--- src/rtl/strap_pkg.sv ---
package strap_pkg;

  localparam int STRAP_W  = 2;
  localparam int IDX_TEST = 0;
  localparam int IDX_DL   = 1;

  typedef struct packed {
    logic valid;
    logic test;
    logic dl;
  } boot_mode_t;

endpackage

--- src/rtl/strap_rst_sync.sv ---
// Asynchronous assert, synchronous release of the power-on reset.
module strap_rst_sync #(
  parameter int STAGES = 2
) (
  input  logic clk,
  input  logic por_n,
  output logic rst_n_o
);

  logic [STAGES-1:0] chain_q;
  logic [STAGES-1:0] chain_d;

  always_comb begin
    chain_d = {chain_q[STAGES-2:0], 1'b1};
  end

  always_ff @(posedge clk or negedge por_n) begin
    if (!por_n) chain_q <= '0;
    else        chain_q <= chain_d;
  end

  assign rst_n_o = chain_q[STAGES-1];

endmodule

--- src/rtl/strap_pad_sync.sv ---
// Per-strap multi-flop synchronizer. Reset and warm reset load the pull-up level.
module strap_pad_sync #(
  parameter int W      = 2,
  parameter int STAGES = 2
) (
  input  logic         clk,
  input  logic         rst_n,
  input  logic         warm_rst_n,
  input  logic [W-1:0] pad_i,
  output logic [W-1:0] sync_o
);

  for (genvar b = 0; b < W; b++) begin : g_bit
    logic [STAGES-1:0] sh_q;
    logic [STAGES-1:0] sh_d;

    always_comb begin
      if (!warm_rst_n) sh_d = '1;
      else             sh_d = {sh_q[STAGES-2:0], pad_i[b]};
    end

    always_ff @(posedge clk or negedge rst_n) begin
      if (!rst_n) sh_q <= '1;
      else        sh_q <= sh_d;
    end

    assign sync_o[b] = sh_q[STAGES-1];
  end

endmodule

--- src/rtl/strap_capture.sv ---
// Waits for the synchronizer to fill, captures once, then locks.
module strap_capture #(
  parameter int W    = 2,
  parameter int FILL = 2
) (
  input  logic         clk,
  input  logic         rst_n,
  input  logic         warm_rst_n,
  input  logic [W-1:0] sync_i,
  output logic [W-1:0] held_o,
  output logic         done_o
);

  localparam int CW = $clog2(FILL + 1);
  localparam logic [CW-1:0] FILL_C = CW'(FILL);

  logic [CW-1:0] cnt_q, cnt_d;
  logic [W-1:0]  held_q, held_d;
  logic          done_q, done_d;
  logic          cnt_en, cap_en;

  always_comb begin
    cap_en = !done_q && warm_rst_n && (cnt_q == FILL_C);
    cnt_en = !done_q && !cap_en;
    cnt_d  = cnt_q;
    held_d = held_q;
    done_d = done_q;
    if (cnt_en) begin
      if (!warm_rst_n) cnt_d = '0;
      else             cnt_d = cnt_q + 1'b1;
    end
    if (cap_en) begin
      held_d = sync_i;
      done_d = 1'b1;
    end
  end

  always_ff @(posedge clk or negedge rst_n) begin
    if (!rst_n) begin
      cnt_q  <= '0;
      held_q <= '1;
      done_q <= 1'b0;
    end else begin
      cnt_q  <= cnt_d;
      held_q <= held_d;
      done_q <= done_d;
    end
  end

  assign held_o = held_q;
  assign done_o = done_q;

endmodule

--- src/rtl/strap_decode.sv ---
// Turns held active-low straps and the fuse lock into boot flags.
module strap_decode
  import strap_pkg::*;
(
  input  logic [STRAP_W-1:0] held_i,
  input  logic               done_i,
  input  logic               otp_lock_i,
  output boot_mode_t         mode_o
);

  always_comb begin
    mode_o.valid = done_i;
    mode_o.test  = done_i && !held_i[IDX_TEST];
    mode_o.dl    = done_i && !held_i[IDX_DL] && !otp_lock_i;
  end

endmodule

--- src/rtl/strap_mode_latch.sv ---
module strap_mode_latch
  import strap_pkg::*;
#(
  parameter int RST_STAGES  = 2,
  parameter int SYNC_STAGES = 2
) (
  input  logic clk,
  input  logic por_n,
  input  logic warm_rst_n,
  input  logic otp_dl_lock_i,
  input  logic strap_test_inh_i,
  input  logic strap_dl_inh_i,
  output logic strap_valid_o,
  output logic test_mode_o,
  output logic dl_mode_o
);

  logic               rst_n;
  logic [STRAP_W-1:0] pads;
  logic [STRAP_W-1:0] pads_sync;
  logic [STRAP_W-1:0] held;
  logic               done;
  boot_mode_t         mode;

  always_comb begin
    pads           = '1;
    pads[IDX_TEST] = strap_test_inh_i;
    pads[IDX_DL]   = strap_dl_inh_i;
  end

  strap_rst_sync #(.STAGES(RST_STAGES)) u_rst (
    .clk     (clk),
    .por_n   (por_n),
    .rst_n_o (rst_n)
  );

  strap_pad_sync #(.W(STRAP_W), .STAGES(SYNC_STAGES)) u_sync (
    .clk        (clk),
    .rst_n      (rst_n),
    .warm_rst_n (warm_rst_n),
    .pad_i      (pads),
    .sync_o     (pads_sync)
  );

  strap_capture #(.W(STRAP_W), .FILL(SYNC_STAGES)) u_cap (
    .clk        (clk),
    .rst_n      (rst_n),
    .warm_rst_n (warm_rst_n),
    .sync_i     (pads_sync),
    .held_o     (held),
    .done_o     (done)
  );

  strap_decode u_dec (
    .held_i     (held),
    .done_i     (done),
    .otp_lock_i (otp_dl_lock_i),
    .mode_o     (mode)
  );

  assign strap_valid_o = mode.valid;
  assign test_mode_o   = mode.test;
  assign dl_mode_o     = mode.dl;

endmodule

--- config.mk ---
export PLATFORM = sky130hd
export DESIGN_NAME = strap_mode_latch
export DESIGN_NICKNAME = d
export VERILOG_FILES = /design/src/rtl/strap_pkg.sv /design/src/rtl/strap_rst_sync.sv /design/src/rtl/strap_pad_sync.sv /design/src/rtl/strap_capture.sv /design/src/rtl/strap_decode.sv /design/src/rtl/strap_mode_latch.sv
export SDC_FILE = /design/constraint.sdc
export NUM_CORES = 1
export LEC_CHECK = 0
export ABC_CLOCK_PERIOD_IN_PS = 800
export BUFFER_PORTS_ARGS = -buffer_cell sky130_fd_sc_hd__buf_2
export CAP_MARGIN = 40
export CORE_UTILIZATION = 31
export DETAILED_ROUTE_END_ITERATION = 10
export GPL_TIMING_DRIVEN = 0
export SLEW_MARGIN = 20
export SYNTH_ARGS = -nofsm -noshare
export SYNTH_HDL_FRONTEND = slang
export SYNTH_SLANG_ARGS = --single-unit
export TNS_END_PERCENT = 1
--- constraint.sdc ---
create_clock -name clk -period 0.8 [get_ports clk]
set_clock_uncertainty 0.05 [all_clocks]
set_input_delay 0.08 -clock clk [delete_from_list [all_inputs] [get_ports clk]]
set_output_delay 0.08 -clock clk [all_outputs]
set_load 0.05 [all_outputs]
==> reports/metrics.yaml, run 1 <==
synthXorXnorAreaFrac_pct: 0
dp.cells: 52
fin_area_sq_um: 606.8
ctsRootBufferMaster: "clkbuf_4"
overflow: 0
yosysUniqueCellTypes: 17
synthFlopType: "dfstp_2"
viasPerCell: 4.770
clock_latency_ns: 0.27
synthAdderAreaFrac_pct: 2.950
antenna_cells: 0
drv_slew: 0
die_y_microns: 38.99
drtPass1Iterations: 2
clockBufferDepth: 2
yosysTopAreaCellShare_pct: 37.17
dpl_cell_area_sq_um: 496.7
cp-start-kind: "flop"
synth-compound-area-share_pct: 6.195
worstPathRequired_ns: 0.95
muxShareOfSynthArea_pct: 5.310
track_usage_pct: 14.37
cp-end-kind: "flop"
synthCells: 30
finalHoldViolCount: 0
fin_crit_ns: 1.204
clock_sinks: 11
synth_top_family_by_area: "simple AND/OR/NAND/NOR gates"
p_total_mw: 2.093
fin_nets: 55
hold_ws_ns: 0.07156
setup_viol: 8
rsz0062_at_grt: "true"
syn2layout_area_growth_pct: 43.07
synth_largest_area_cell: "dfstp_2"
core_area_sq_um: 1186
cts-buffers-inserted: 3
synth_commonest_cells: "dfstp_2, dfrtp_1, or2b_1"
dp.final_hpwl_microns: 545.1
critPathKind: "reg2reg"
grt_max_degree: 10
r2r-start: "u_cap.cnt_q[0]"
clk_pin_slew_worst_paths_ns: 0.07
routedWlPerCell_microns: 12.56
fin_ws_ns: -0.4036
fin_crit_sh_pct: 150.5
die-width_microns: 38.99
holdCritPathClass: "in2async"
wl_microns: 766
netlist_area_sq_um: 424.2
ys_seq_area_share_pct: 66.67
grt_pass1_wl_microns: 1317
leakage_nw: 0.2708
ys_warn_count: 0
worstPathMaxFanout: 5
antenna_left: 0
fmax_ghz: 0.8308
io_buffers: 8
violations: "setup timing"
grt_pass1_vias: 309
ir_drop_uv: 1312
ys_seq_elements: 11
drt_iter0_drc: 4
antenna_found_initial: 0
row_count: 12
setup_tns_ns: -2.597
io_pins: 9
drc: 0
synth_nets: 37
post-route-util_pct: 51.16
vias: 291
yosysMostFrequentCell: "dfstp_2"
htreeDepth: 1
synth-simple-area-share_pct: 17.11
place_ws_ns: -0.4758
drv_cap: 0
layout-drive-gt1-share_pct: 61.70
cts_tree: "built"
start_util_pct: 35.76
synth_async_sr_flop_share_pct: 100.0
startpoint: "u_cap.cnt_q[0]"
die-area_sq_um: 1520
syn_avg_cell_area_sq_um: 14.14
synth_edf_count: 0
instances_no_fill: 61
status: "complete, but fails checks"
yosys-top-cells-area: "dfstp_2, dfrtp_1, or2b_1"
power_density_nw_per_um2: 3449
place_congestion: 0.6952
cp_data_arrival_time_ns: 1.35
-- routing by layer --
metal / share of wire (%) / vias to the layer above / global-route usage, %
met5: 0 / - / 0
met4: 2.3 / 0 / 10.34
met3: 5.4 / 2 / 3.468
met2: 55 / 10 / 25.00
met1: 37 / 145 / 14.72
li1: - / 134 / -
-- repair_timing --
action                                 4_1_cts  5_1_grt
endpoints found under the hold margin        4        0
hold buffers                                 3        0
buffers inserted                             2        0
resized for setup                            8        3
pin swaps                                    1        1
setup endpoints to repair                    8        9
-- flip-flops by register name, summed over array words and instances, names as in the netlist --
| signal | count |
|---|---|
| u_rst.chain_q | 2 |
| u_sync.g_bit.sh_q | 4 |
| u_cap.held_o | 2 |
| u_cap.cnt_q | 2 |
| u_cap.done_o | 1 |
-- where the power goes --
group / total, mW / switching, mW / internal [mW]
Clock: 0.372 / 0.179 / 0.193
Sequential: 0.847 / 0.120 / 0.727
Combinational: 0.874 / 0.423 / 0.451
Total: 2.09 / 0.722 / 1.37
-- worst paths after layout --
| check | end | slack [ns] | depth (start not counted) |
|---|---|---|---|
| setup reg to reg | u_cap.held_o[1] | -0.40 | 4 |
| min in group clk | u_sync.g_bit[0].sh_q[1] | 0.09 | 2 |
| setup / recovery | u_cap.held_o[1] | -0.40 | 4 |
| hold reg to reg | u_cap.cnt_q[1] | 0.09 | 0 |
| hold / removal | u_rst.chain_q[1] | 0.07 | 2 |
| max in group asynchronous | u_cap.held_o[0] | 0.31 | 0 |
-- area by class of cell --
class | instances | area (sq um)
Clock buffer | 4 | 26.28
Multi-Input combinational cell | 18 | 175.2
Timing Repair Buffer | 13 | 100.1
Tap cell | 14 | 17.52
Fill cell | 108 | 579.3
Sequential cell | 11 | 284.0
Inverter | 1 | 3.754
-- placed cells by master (no fill, tap or decap), drive strengths merged --
cell           n
nand2          1
conb           1
clkbuf         4
buf           10
or2            1
o311ai         1
dfrtp          5
o2bb2ai        1
dlymetal6s4s   1
nor3b          1
dfstp          6
dlygate4sd3    2
nand3          1
nand3b         1
a21o           1
ha             1
mux2           2
nor2b          1
inv            1
nand2b         1
or2b           4
-- worst max-delay path, stage by stage (launching register included) --
cell and delay, ns:
dfrtp_1 0.37, inv_2 0.06, ha_4 0.17, nand3b_1 0.12, mux2_2 0.36
-- logic make-up (layout without fill, tap and decap cells) --
kind of cell / count (synthesis) / after routing
multiplexers: 2 / 2
AND/OR/NAND/NOR: 11 / 11
flip-flops: 11 / 11
buffers and inverters: 1 / 18
adder cells (fa/ha/maj): 1 / 1
other: 1 / 1
AO/OA/AOI/OAI: 3 / 3
Note: power is estimated with default switching activity, not from simulation.
==> run 2: changes to the inputs <==
==> constraint.sdc (replaced) <==
create_clock -name clk -period 0.8 [get_ports clk]
set_clock_uncertainty 0.05 [all_clocks]
set_input_delay 0.2 -clock clk [delete_from_list [all_inputs] [get_ports clk]]
set_output_delay 0.2 -clock clk [all_outputs]
set_load 0.05 [all_outputs]
==> reports/metrics.yaml, run 2 (synthesis results as in run 1) <==
status: "complete, but fails checks"
violations: "setup timing"
worstPathRequired_ns: 0.55  # -0.40 ns
p_sw_mw: 0.7130  # -1.3%
critPathKind: "reg2out"
power_density_nw_per_um2: 3509  # +1.7%
startpoint: "u_cap.held_o[1]"
p_total_mw: 2.090  # -0.15%
drv_cap: 0  # unchanged
power.share.clock_pct: 17.8  # about the same
die-area_sq_um: 1520  # unchanged
worst_path_largest_cell_delay_ns: 0.56  # +0.19 ns
htreeDepth: 1  # unchanged
leakage_nw: 0.2519  # -7.0%
met1_usage_pct: 13.96  # -0.75 points
dpl_cell_area_sq_um: 496.7  # unchanged
fin_crit_sh_pct: 158.2  # +7.7 points
cp-start-kind: "flop"
crit_family: "flip-flops"
die-width_microns: 38.99  # unchanged
antenna_cells: 0  # unchanged
clock_sinks: 11  # unchanged
drv_slew: 0  # unchanged
multi_input_area_sq_um: 178.9  # +2.1%
swShare_pct: 34.11  # -0.40 points
overflow: 0  # unchanged
hold_start: "strap_test_inh_i"
cts_tree: "built"
start_util_pct: 35.76  # unchanged
holdCritPathClass: "in2reg"
crit_buf_inv: 1  # unchanged
die_y_microns: 38.99  # unchanged
globalRouteMet2Util_pct: 22.08  # -2.9 points
antenna_found_initial: 0  # unchanged
clock_latency_ns: 0.27  # about the same
seq_power_share_pct: 39.6  # -0.9 points
setup_viol: 8  # unchanged
rsz0062_at_grt: "true"
r2r-start: "u_cap.cnt_q[1]"
comb_power_share_pct: 42.6  # +0.8 points
critical_path.cell_chain: "nor3b_4 -> buf_6"
ctsRootBufferMaster: "clkbuf_4"
clockBufferDepth: 2  # unchanged
final_cell_mix: "buf_2, dfstp_2, or2b_1, dfrtp_1"
drt_iter0_drc: 3  # -1
fin_ws_ns: -0.4654  # -0.06179 ns
worstPathMaxFanout: 2  # -3
antenna_left: 0  # unchanged
io_buffers: 8  # unchanged
routedWlPerCell_microns: 12.22  # -2.7%
core_area_sq_um: 1186  # unchanged
wl_microns: 733  # -4.3%
top_usage_layer: "met2"
grt_use_met3_pct: 3.468  # unchanged
largest_register: "u_sync.g_bit.sh_q"
cts-buffers-inserted: 3  # unchanged
vias: 280  # -3.8%
clk_pin_slew_worst_paths_ns: 0.07  # about the same
critPathSlowestCell: "dfstp_2"
syn2layout_area_growth_pct: 40.41
drc: 0  # unchanged
grt_pass1_vias: 290  # -6.1%
place_ws_ns: -0.4758  # unchanged
fillerInstances: 110  # +1.9%
row_count: 12  # unchanged
fin_nets: 54  # -1.8%
dp.final_hpwl_microns: 545.1  # unchanged
layout-drive-gt1-share_pct: 63.04  # +1.3 points
track_usage_pct: 13.27  # -1.1 points
finalHoldViolCount: 0  # unchanged
place_congestion: 0.6952  # unchanged
drtPass1Iterations: 2  # unchanged
fin_area_sq_um: 595.6  # -1.9%
cp_data_arrival_time_ns: 1.02  # -0.33 ns
seqCellArea_sq_um: 284.0  # unchanged
grt_pass1_wl_microns: 1207  # -8.4%
viasPerCell: 4.667  # -2.2%
intPower_mw: 1.377  # +0.46%
cp-end-kind: "output pin"
fin_crit_ns: 1.265  # +0.06179 ns
io_pins: 9  # unchanged
grt_max_degree: 10  # unchanged
largest_register_ff_count: 4  # unchanged
fmax_ghz: 0.7902  # -4.9%
ir_drop_uv: 1374  # +4.7%
[run 2: repair_timing]
item                                    in CTS  in global routing
hold buffers                                 1                  0
hold endpoints to repair                     2                  0
resized for setup                            7                  3
pin swaps                                    3                  1
endpoints found under the setup margin       8                  8
buffers inserted                             3                  0
[run 2: stage by stage]
step	util [%]	std cells	TNS (ns)	hold WS, ns
global route	50.21	60	-3.195	0.08143
detailed placement	41.88	52	-2.616	-0.06014
global placement	41.88	52	-2.319	-0.06586
floorplan	-	30	-2.591	-0.1456
CTS	48.95	60	-3.003	0.06617
finish	50.21	60	-2.900	0.07410
[run 2: path summary, 6_finish.rpt]
kind	slack (ns)	endpoint	cells past startpoint
max reg2reg	-0.43	u_cap.held_o[1]	3
min reg2reg	0.09	u_cap.cnt_q[1]	0
max	-0.47	dl_mode_o	2
max in group asynchronous	0.30	u_sync.g_bit[1].sh_q[1]	0
min	0.07	u_sync.g_bit[0].sh_q[0]	2
min in group asynchronous	0.09	u_cap.cnt_q[1]	0
[run 2: layer usage]
metal / share of wire, % / vias up
met5: 0 / -
met4: 2.5 / 0
met3: 5.2 / 2
met2: 52 / 10
met1: 40 / 136
li1: - / 132
[run 2: cell type report]
cell class | count | area share, %
timing repair buffer | 12 | 14.29
tap | 14 | 2.941
inverter | 1 | 0.6303
multi-input combinational | 18 | 30.04
sequential | 11 | 47.69
clock buffer | 4 | 4.412
[run 2: power by group through the flow]
stage | registers (mW) | clock network, mW | logic (mW)
final | 0.828 | 0.372 | 0.890
after global routing | 0.853 | 0.403 | 0.944
after CTS | 0.829 | 0.392 | 0.818
after detailed placement | 0.842 | 0 | 0.577
after global placement | 0.824 | 0 | 0.537
after floorplan | 0.836 | 0 | 0.433
